### config.mk
export PLATFORM = sky130hd
export DESIGN_NAME = bcd_rtc_core
export DESIGN_NICKNAME = d
export VERILOG_FILES = /design/src/rtl/bcd_rtc_core.sv
export SDC_FILE = /design/constraint.sdc
export NUM_CORES = 1
export LEC_CHECK = 0
export BUFFER_PORTS_ARGS = -buffer_cell sky130_fd_sc_hd__buf_2
export CAP_MARGIN = 20
export CORE_MARGIN = 3
export CORE_UTILIZATION = 35
export CTS_BUF_LIST = sky130_fd_sc_hd__clkbuf_4 sky130_fd_sc_hd__clkbuf_8
export CTS_CLUSTER_DIAMETER = 80
export CTS_CLUSTER_SIZE = 16
export DETAILED_ROUTE_END_ITERATION = 16
export PLACE_DENSITY = 0.53
export SYNTH_ARGS = -nofsm -noshare
export SYNTH_HDL_FRONTEND = slang
export SYNTH_SLANG_ARGS = --single-unit
### constraint.sdc
create_clock -name clk -period 3.3 [get_ports clk]
set_input_delay 0.33 -clock clk [delete_from_list [all_inputs] [get_ports clk]]
set_output_delay 0.33 -clock clk [all_outputs]
set_load 0.02 [all_outputs]
### src/rtl/bcd_rtc_core.sv
`timescale 1ns/1ps
module bcd_rtc_core #(
  parameter int REG_STRIDE      = 2,
  parameter bit FOUR_DIGIT_YEAR = 1'b1,
  parameter int SUB_W           = 7,
  localparam int ADDR_W         = $clog2(16 * REG_STRIDE)
) (
  input  logic              clk,
  input  logic              rst_n,
  input  logic              tick_i,
  input  logic              wr_en_i,
  input  logic [ADDR_W-1:0] addr_i,
  input  logic [15:0]       wdata_i,
  output logic [15:0]       rdata_o,
  output logic              carry_irq_o
);

  localparam logic [SUB_W-1:0] SUB_MAX = {SUB_W{1'b1}};
  localparam logic [3:0] I_SUB = 4'd0,  I_SEC = 4'd1, I_MIN = 4'd2, I_HR = 4'd3,
                         I_WK  = 4'd4,  I_DAY = 4'd5, I_MON = 4'd6, I_YR = 4'd7,
                         I_CA  = 4'd14, I_CB  = 4'd15;

  logic [SUB_W-1:0] sub;
  logic [7:0] sec, mins, hr, wk, day, mon, yr_lo, yr_hi;
  logic cf, cie, en, pre_rst, start;

  logic [3:0] idx;
  logic hit, tw, wr_ca, wr_cb, adj;
  logic run, step, sub_wrap;
  logic inc_sec, inc_min, inc_hr, inc_day, inc_mon, inc_yr, inc_cent;
  logic leap;
  logic [7:0] mon_len;

  function automatic logic [7:0] bcd_inc(input logic [7:0] v);
    return (v[3:0] >= 4'd9) ? {v[7:4] + 4'd1, 4'h0} : v + 8'd1;
  endfunction

  assign idx   = 4'(addr_i / ADDR_W'(REG_STRIDE));
  assign hit   = (addr_i % ADDR_W'(REG_STRIDE)) == '0;
  assign tw    = wr_en_i && hit && !start;
  assign wr_ca = wr_en_i && hit && idx == I_CA;
  assign wr_cb = wr_en_i && hit && idx == I_CB;
  assign adj   = wr_cb && wdata_i[2];

  assign run      = start && en && !pre_rst;
  assign step     = run && tick_i;
  assign sub_wrap = step && sub == SUB_MAX;

  assign inc_sec  = sub_wrap && !adj;
  assign inc_min  = (inc_sec && sec >= 8'h59) || (adj && sec >= 8'h30);
  assign inc_hr   = inc_min && mins >= 8'h59;
  assign inc_day  = inc_hr && hr >= 8'h23;
  assign inc_mon  = inc_day && day >= mon_len;
  assign inc_yr   = inc_mon && mon >= 8'h12;
  assign inc_cent = inc_yr && yr_lo >= 8'h99;

  assign leap = yr_lo[4] ? (yr_lo[3:0] == 4'd2 || yr_lo[3:0] == 4'd6)
                         : (yr_lo[3:0] == 4'd0 || yr_lo[3:0] == 4'd4 || yr_lo[3:0] == 4'd8);

  always_comb begin
    case (mon)
      8'h02:                      mon_len = leap ? 8'h29 : 8'h28;
      8'h04, 8'h06, 8'h09, 8'h11: mon_len = 8'h30;
      default:                    mon_len = 8'h31;
    endcase
  end

  always_ff @(posedge clk or negedge rst_n) begin
    if (!rst_n)                       sub <= '0;
    else if (adj || pre_rst)          sub <= '0;
    else if (wr_cb && wdata_i[1])     sub <= '0;
    else if (step)                    sub <= sub + 1'b1;
  end

  always_ff @(posedge clk or negedge rst_n) begin
    if (!rst_n) begin
      sec <= '0; mins <= '0; hr <= '0; wk <= '0;
      day <= 8'h01; mon <= 8'h01; yr_lo <= '0;
    end else begin
      if (adj)                         sec <= '0;
      else if (tw && idx == I_SEC)     sec <= wdata_i[7:0];
      else if (inc_sec)                sec <= (sec >= 8'h59) ? 8'h00 : bcd_inc(sec);

      if (tw && idx == I_MIN)          mins <= wdata_i[7:0];
      else if (inc_min)                mins <= (mins >= 8'h59) ? 8'h00 : bcd_inc(mins);

      if (tw && idx == I_HR)           hr <= wdata_i[7:0];
      else if (inc_hr)                 hr <= (hr >= 8'h23) ? 8'h00 : bcd_inc(hr);

      if (tw && idx == I_WK)           wk <= wdata_i[7:0];
      else if (inc_day)                wk <= (wk >= 8'h06) ? 8'h00 : wk + 8'd1;

      if (tw && idx == I_DAY)          day <= wdata_i[7:0];
      else if (inc_day)                day <= (day >= mon_len) ? 8'h01 : bcd_inc(day);

      if (tw && idx == I_MON)          mon <= wdata_i[7:0];
      else if (inc_mon)                mon <= (mon >= 8'h12) ? 8'h01 : bcd_inc(mon);

      if (tw && idx == I_YR)           yr_lo <= wdata_i[7:0];
      else if (inc_yr)                 yr_lo <= (yr_lo >= 8'h99) ? 8'h00 : bcd_inc(yr_lo);
    end
  end

  if (FOUR_DIGIT_YEAR) begin : g_century
    always_ff @(posedge clk or negedge rst_n) begin
      if (!rst_n)                      yr_hi <= '0;
      else if (tw && idx == I_YR)      yr_hi <= wdata_i[15:8];
      else if (inc_cent)               yr_hi <= (yr_hi >= 8'h99) ? 8'h00 : bcd_inc(yr_hi);
    end
  end else begin : g_two_digit
    assign yr_hi = 8'h00;
  end

  always_ff @(posedge clk or negedge rst_n) begin
    if (!rst_n) begin
      cf <= 1'b0; cie <= 1'b0; en <= 1'b0; pre_rst <= 1'b0; start <= 1'b0;
    end else begin
      if (inc_sec || adj)              cf <= 1'b1;
      else if (wr_ca && !wdata_i[7])   cf <= 1'b0;
      if (wr_ca)                       cie <= wdata_i[4];
      if (wr_cb) begin
        en      <= wdata_i[3];
        pre_rst <= wdata_i[1];
        start   <= wdata_i[0];
      end
    end
  end

  always_comb begin
    rdata_o = '0;
    if (hit) begin
      case (idx)
        I_SUB:   rdata_o = 16'(sub);
        I_SEC:   rdata_o = {8'h00, sec};
        I_MIN:   rdata_o = {8'h00, mins};
        I_HR:    rdata_o = {8'h00, hr};
        I_WK:    rdata_o = {8'h00, wk};
        I_DAY:   rdata_o = {8'h00, day};
        I_MON:   rdata_o = {8'h00, mon};
        I_YR:    rdata_o = {yr_hi, yr_lo};
        I_CA:    rdata_o = {8'h00, cf, 2'b00, cie, 4'h0};
        I_CB:    rdata_o = {8'h00, 4'h0, en, 1'b0, pre_rst, start};
        default: rdata_o = '0;
      endcase
    end
  end

  assign carry_irq_o = cf && cie;

  p_hold_r2: assert property (@(posedge clk) disable iff (!rst_n)
    (!step && !wr_cb) |=> $stable(sub));

  p_sub_wrap_r3: assert property (@(posedge clk) disable iff (!rst_n)
    sub_wrap |=> (sub == '0));

  p_weekday_wrap_r4: assert property (@(posedge clk) disable iff (!rst_n)
    (inc_day && wk == 8'h06) |=> (wk == 8'h00));

  p_locked_write_r7: assert property (@(posedge clk) disable iff (!rst_n)
    (start && wr_en_i && hit && idx == I_SEC && !inc_sec) |=> $stable(sec));

  p_carry_set_r8: assert property (@(posedge clk) disable iff (!rst_n)
    inc_sec |=> cf);

  p_carry_clear_r8: assert property (@(posedge clk) disable iff (!rst_n)
    (wr_ca && !wdata_i[7] && !inc_sec) |=> !cf);

  p_adjust_r11: assert property (@(posedge clk) disable iff (!rst_n)
    adj |=> (sec == 8'h00 && sub == '0 && cf));

endmodule

* Word-level counts from Yosys, hierarchy flattened
Index checks and enable logic that the tools add are counted.
** Word-level totals
- Flip-flop bits (word level) :: 76
- Bits of input ports :: 25
- Output and inout bits :: 17
- Logic and storage cells :: 158
** Operators by class
- Add/sub/neg operators :: 16
- $lt $le $gt $ge :: 16
- Eq/ne operators :: 19
- Muxes and demuxes :: 42
- Reduce and logical (&&, ||, !) cells :: 51
** Operators by type and width (number)
- $mux W8 :: 32
- $pmux W16 S10 :: 1
- $add A8 B1 Y8 const B :: 8
- $add A4 B1 Y4 const B :: 7
- $ge A4 B4 Y1 const B :: 7
- $logic_and A1 B1 Y1 :: 27
- $eq A4 B3 Y1 const B :: 6
- $mux W7 :: 3
- $eq A8 B3 Y1 const B :: 2
- $ge A8 B6 Y1 const B :: 2
- $ge A8 B7 Y1 const B :: 2
- $ge A8 B8 Y1 const B :: 2
- $mux W16 :: 1
- $reduce_bool A2 Y1 :: 8
- $eq A4 B2 Y1 const B :: 3
- $eq A4 B4 Y1 const B :: 3
- $pmux W5 S2 :: 1
- $eq A8 B2 Y1 const B :: 1
- $eq A8 B4 Y1 const B :: 1
- $eq A8 B5 Y1 const B :: 1
- $ge A8 B3 Y1 const B :: 1
- $ge A8 B5 Y1 const B :: 1
- $ge A8 B6 Y1 :: 1
- $logic_not A4 Y1 :: 2
- 9 further kinds :: 21

* Depth between registers and ports, before layout
- Depth in word-level cells :: 15
- Mapped depth :: 15
- Gate-level depth less buffers :: 13

* Least setup slack after synthesis
Ideal clock, no wire load.
- Path kind :: reg-to-reg
- Start :: register mon[0]
- End :: register yr_lo[4]
- Library setup time :: 0.126 ns
- Arrival time :: 3.198 ns
- Required time :: 3.174 ns
- Slack :: -0.023 ns
- Cell stages (with the launch flop) :: 15
- Path buffers :: 1
- Cells stage by stage :: dfstp_2 > inv_1 > ha_1 > o211ai_1 > a21oi_1 > o21ai_0 > mux2_2 > ha_1 > or4b_4 > a221oi_4 > a21oi_2 > and3_4 > buf_6 > and4b_1 > a221o_1
** Between the ends
- Word-level cells in the longest chain between the ends :: 7
- Elaborated cells between the ends (all ways) :: 12
** RTL lines
- start: declaration :: line 24 : logic [7:0] sec, mins, hr, wk, day, mon, yr_lo, yr_hi;
- start signal: assignment :: line 96 : if (tw && idx == I_MON) mon <= wdata_i[7:0];
- start signal: assignment :: line 97 : else if (inc_mon) mon <= (mon >= 8'h12) ? 8'h01 : bcd_inc(mon);
- $eq A8 B3 Y1 (tied with other cells) :: line 61 : case (mon)
- $reduce_or A4 Y1 :: line 61
- $pmux W5 S2 :: line 61
- $ge A8 B6 Y1
- $logic_and A1 B1 Y1 :: line 53 : assign inc_mon = inc_day && day >= mon_len;
- $logic_and A1 B1 Y1 * :: line 54 : assign inc_yr = inc_mon && mon >= 8'h12;
- $reduce_bool A2 Y1 (no line) *
- end signal: assignment :: line 99 : if (tw && idx == I_YR) yr_lo <= wdata_i[7:0];
- end signal: assignment :: line 100 : else if (inc_yr) yr_lo <= (yr_lo >= 8'h99) ? 8'h00 : bcd_inc(yr_lo);
- end: declaration :: line 24
Every way passes the cells marked *; elsewhere a longest branch is shown, timed or not.
A chain may end at the register's enable or synchronous reset.

* Worst setup path after layout
Same ends and word-level chain as after synthesis.

==> results.yml <==
drt:
  vias_per_cell: 5.95
  drtPass1Iterations: 8
  drtIter0Drc: 674
  wl_um: 20800
  wl_per_cell_um: 21.1
  final_antenna_net_count: 0
  vias: 5874
  drc: 0
sta:
  period_share: 1.01
  tns_ns: -0.0585
  tightest_slew_ns: 0.863
  finalSetupViolations: 3
  finalCriticalPeriod_ns: 3.34
  clock_skew_ns: 0.00837
  hold-worst-slack_ns: 0.168
  slew-limit-headroom: 0.408
  rsz0062_at_grt: "yes"
  finalHoldViolCount: 0
  max_freq_mhz: 299
  drv_slew: 0
  layout_setup_ws_ns: -0.0450
cells_and_area:
  nets: 839
  layout_commonest_cell: "nand2_1"
  multi_input_area_mm2: 0.00379
  final_cells: 988
  register_area_mm2: 0.00191
  syn_to_final_growth_pct: 18.1
  drive_gt1_frac: 0.201
  diodes: 0
  final_util: 0.429
  finalInstanceArea_mm2: 0.00693
  layout_common_cells: "nand2_1, dfrtp_1, nor2_1, buf_4, ha_1"
  nFillCells: 1635
die:
  die_area_mm2: 0.0184
  pin_count: 42
  start_util: 0.363
  core_mm2: 0.0162
  die_w_um: 135
  rows: 46
  die_h_um: 135
synthesis:
  ys_seq_area_frac: 0.324
  syn_inst: 702
  synth-main-ff-cell: "dfrtp_1"
  ys_ff_latch: 76
  async_reset_ff_frac: 1.00
  synth_top_family_by_area: "simple AND/OR/NAND/NOR gates"
  synth-simple-area-share: 0.263
  synth_compound_area_frac: 0.216
  ys_types: 75
  synth_edf_count: 0
  synthXorXnorAreaFrac: 0.0164
  synth_nets: 773
  ys_warn_count: 0
  syn_area_mm2: 0.00587
  syn_avg_cell_area_um2: 8.36
  synth_fa_ha_area_frac: 0.0981
  synthMuxAreaShare: 0.0333
setup_path:
  crit_top_cell: "ha_4"
  r2r_start: "mon[0]"
  slowest_stage: "dfstp_2"
  cp-endpoint: "yr_lo[4]"
  critPathCaptureType: "flop"
  critPathLaunch: "mon[0]"
  start_kind: "flop"
  worstPathRequired_ns: 3.56
  r2r_cells: 13
  critPathKind: "flop to flop"
  critical_path_arrival_ns: 3.60
  r2r_end: "yr_lo[4]"
  max_stage_delay_ns: 0.59
  rrSetupSlack_ns: -0.04
  cp_cell_sequence: "inv_4, ha_4, o211ai_1, a21oi_1, o21ai_2, mux2_4, ha_4, or4b_4, a221oi_4, a21oi_2, and3_4, and4b_1, a221o_1"
  path_max_fanout: 8
clocking:
  clock_path_buffers: 2
  cts_tree: "built"
  cts.clk_slew.worst_paths_ns: 0.08
  cts_num_sinks: 76
  clk_latency_ns: 0.37
  cts-root-buf: "clkbuf_8"
  cts_buffers: 9
  cts_max_level: 3
global_routing:
  track_usage: 0.227
  first_global_vias: 5544
  grt_start_max_net_pins: 77
  grt_pass1_wl_um: 31800
  antenna_found_initial: 1
  overflow: 0
power:
  p_leak_nw: 3.01
  p_total_mw: 3.53
  powerDensity_mw_per_mm2: 510
  peakVddDrop_mv: 0.288
worst_hold_path:
  hold_path.class: "input pin to flop"
placed_design:
  dpl_cell_area_mm2: 0.00651
  dpl.cell_count: 964
  portBuffers: 41
  gp_congestion: 1.01
  place_hpwl_um: 15100
  place_ws_ns: -0.126
status:
  status: "finished, violations left"
  violations: "setup timing"
job:
  drv_cap: 0
## synth_stat cells, drive strengths merged (11+ instances only)
master	n	area share
nor3	24	0.022
nor2	54	0.035
and2	14	0.015
a22oi	11	0.014
o31ai	11	0.014
o211ai	16	0.020
buf	16	0.013
and3	15	0.017
nand2	94	0.060
o21ai	44	0.038
a31oi	14	0.015
a21oi	31	0.027
inv	36	0.023
ha	46	0.098
dfrtp	74	0.32
clkbuf	20	0.013
nand3	34	0.029
## layout make-up
| class | count | area share |
|---|---|---|
| inverter | 36 | 0.0199 |
| timing repair buffer | 91 | 0.0895 |
| clock buffer | 13 | 0.0240 |
| tap | 216 | 0.0390 |
| multi-input combinational | 554 | 0.548 |
| clock inverter | 2 | 0.00506 |
| sequential | 76 | 0.275 |
## what timing repair did
action / in CTS / in global routing
setup buffers: 4 / 2
setup endpoints to repair: 26 / 29
hold endpoints to repair: 0 / 22
gates resized for setup: 11 / 21
hold buffers: 0 / 1
gates cloned: 0 / 1
pin swaps: 5 / 10
## sequential cells by signal, indices dropped and copies added (netlist names)
register and flops:
yr_hi 8, mins 8, pre_rst 1, sec 8, day 8, en 1
sub 7, wk 8, mon 8, cie 1, start 1, cf 1
hr 8, yr_lo 8
## worst max-delay path, delay by kind of cell, from the launching register on
family	cells	cell delay, ns
and+or+nand+nor	3	0.91
AOI/OAI and AO/OA	6	1.15
muxes	1	0.18
buffers and inverters	1	0.06
DFF	1	0.59
adders and majority gates	2	0.34
## routing by layer
layer,GRT usage,vias to the layer above,routed length (um)
li1,-,2719,-
met2,0.360,221,9560
met3,0.0624,48,1630
met1,0.307,2884,9100
met4,0.0594,2,502
met5,0,-,13
## worst min-delay path by stage
stage,start,to,slack (ns),cells after the start
after floorplan,rst_n,cf,0.03,0
after global placement,cf,cf,0.51,2
after detailed placement,day[6],day[6],0.52,2
after CTS,wdata_i[13],yr_hi[5],0.15,2
after global routing,wdata_i[12],yr_hi[4],0.16,3
final,wdata_i[13],yr_hi[5],0.17,2
## cell families after synthesis
family,after synthesis
multiplexers,17
adder cells (fa/ha/maj),46
AND/OR/NAND/NOR,297
flip-flops,76
XOR/XNOR,11
buffers and inverters,72
AO/OA/AOI/OAI,183
## report_power, final
part | internal (mW) | switching, mW
Combinational | 0.569 | 0.756
Clock | 0.403 | 0.368
Sequential | 1.13 | 0.311
(Power assumes the default switching activity.)
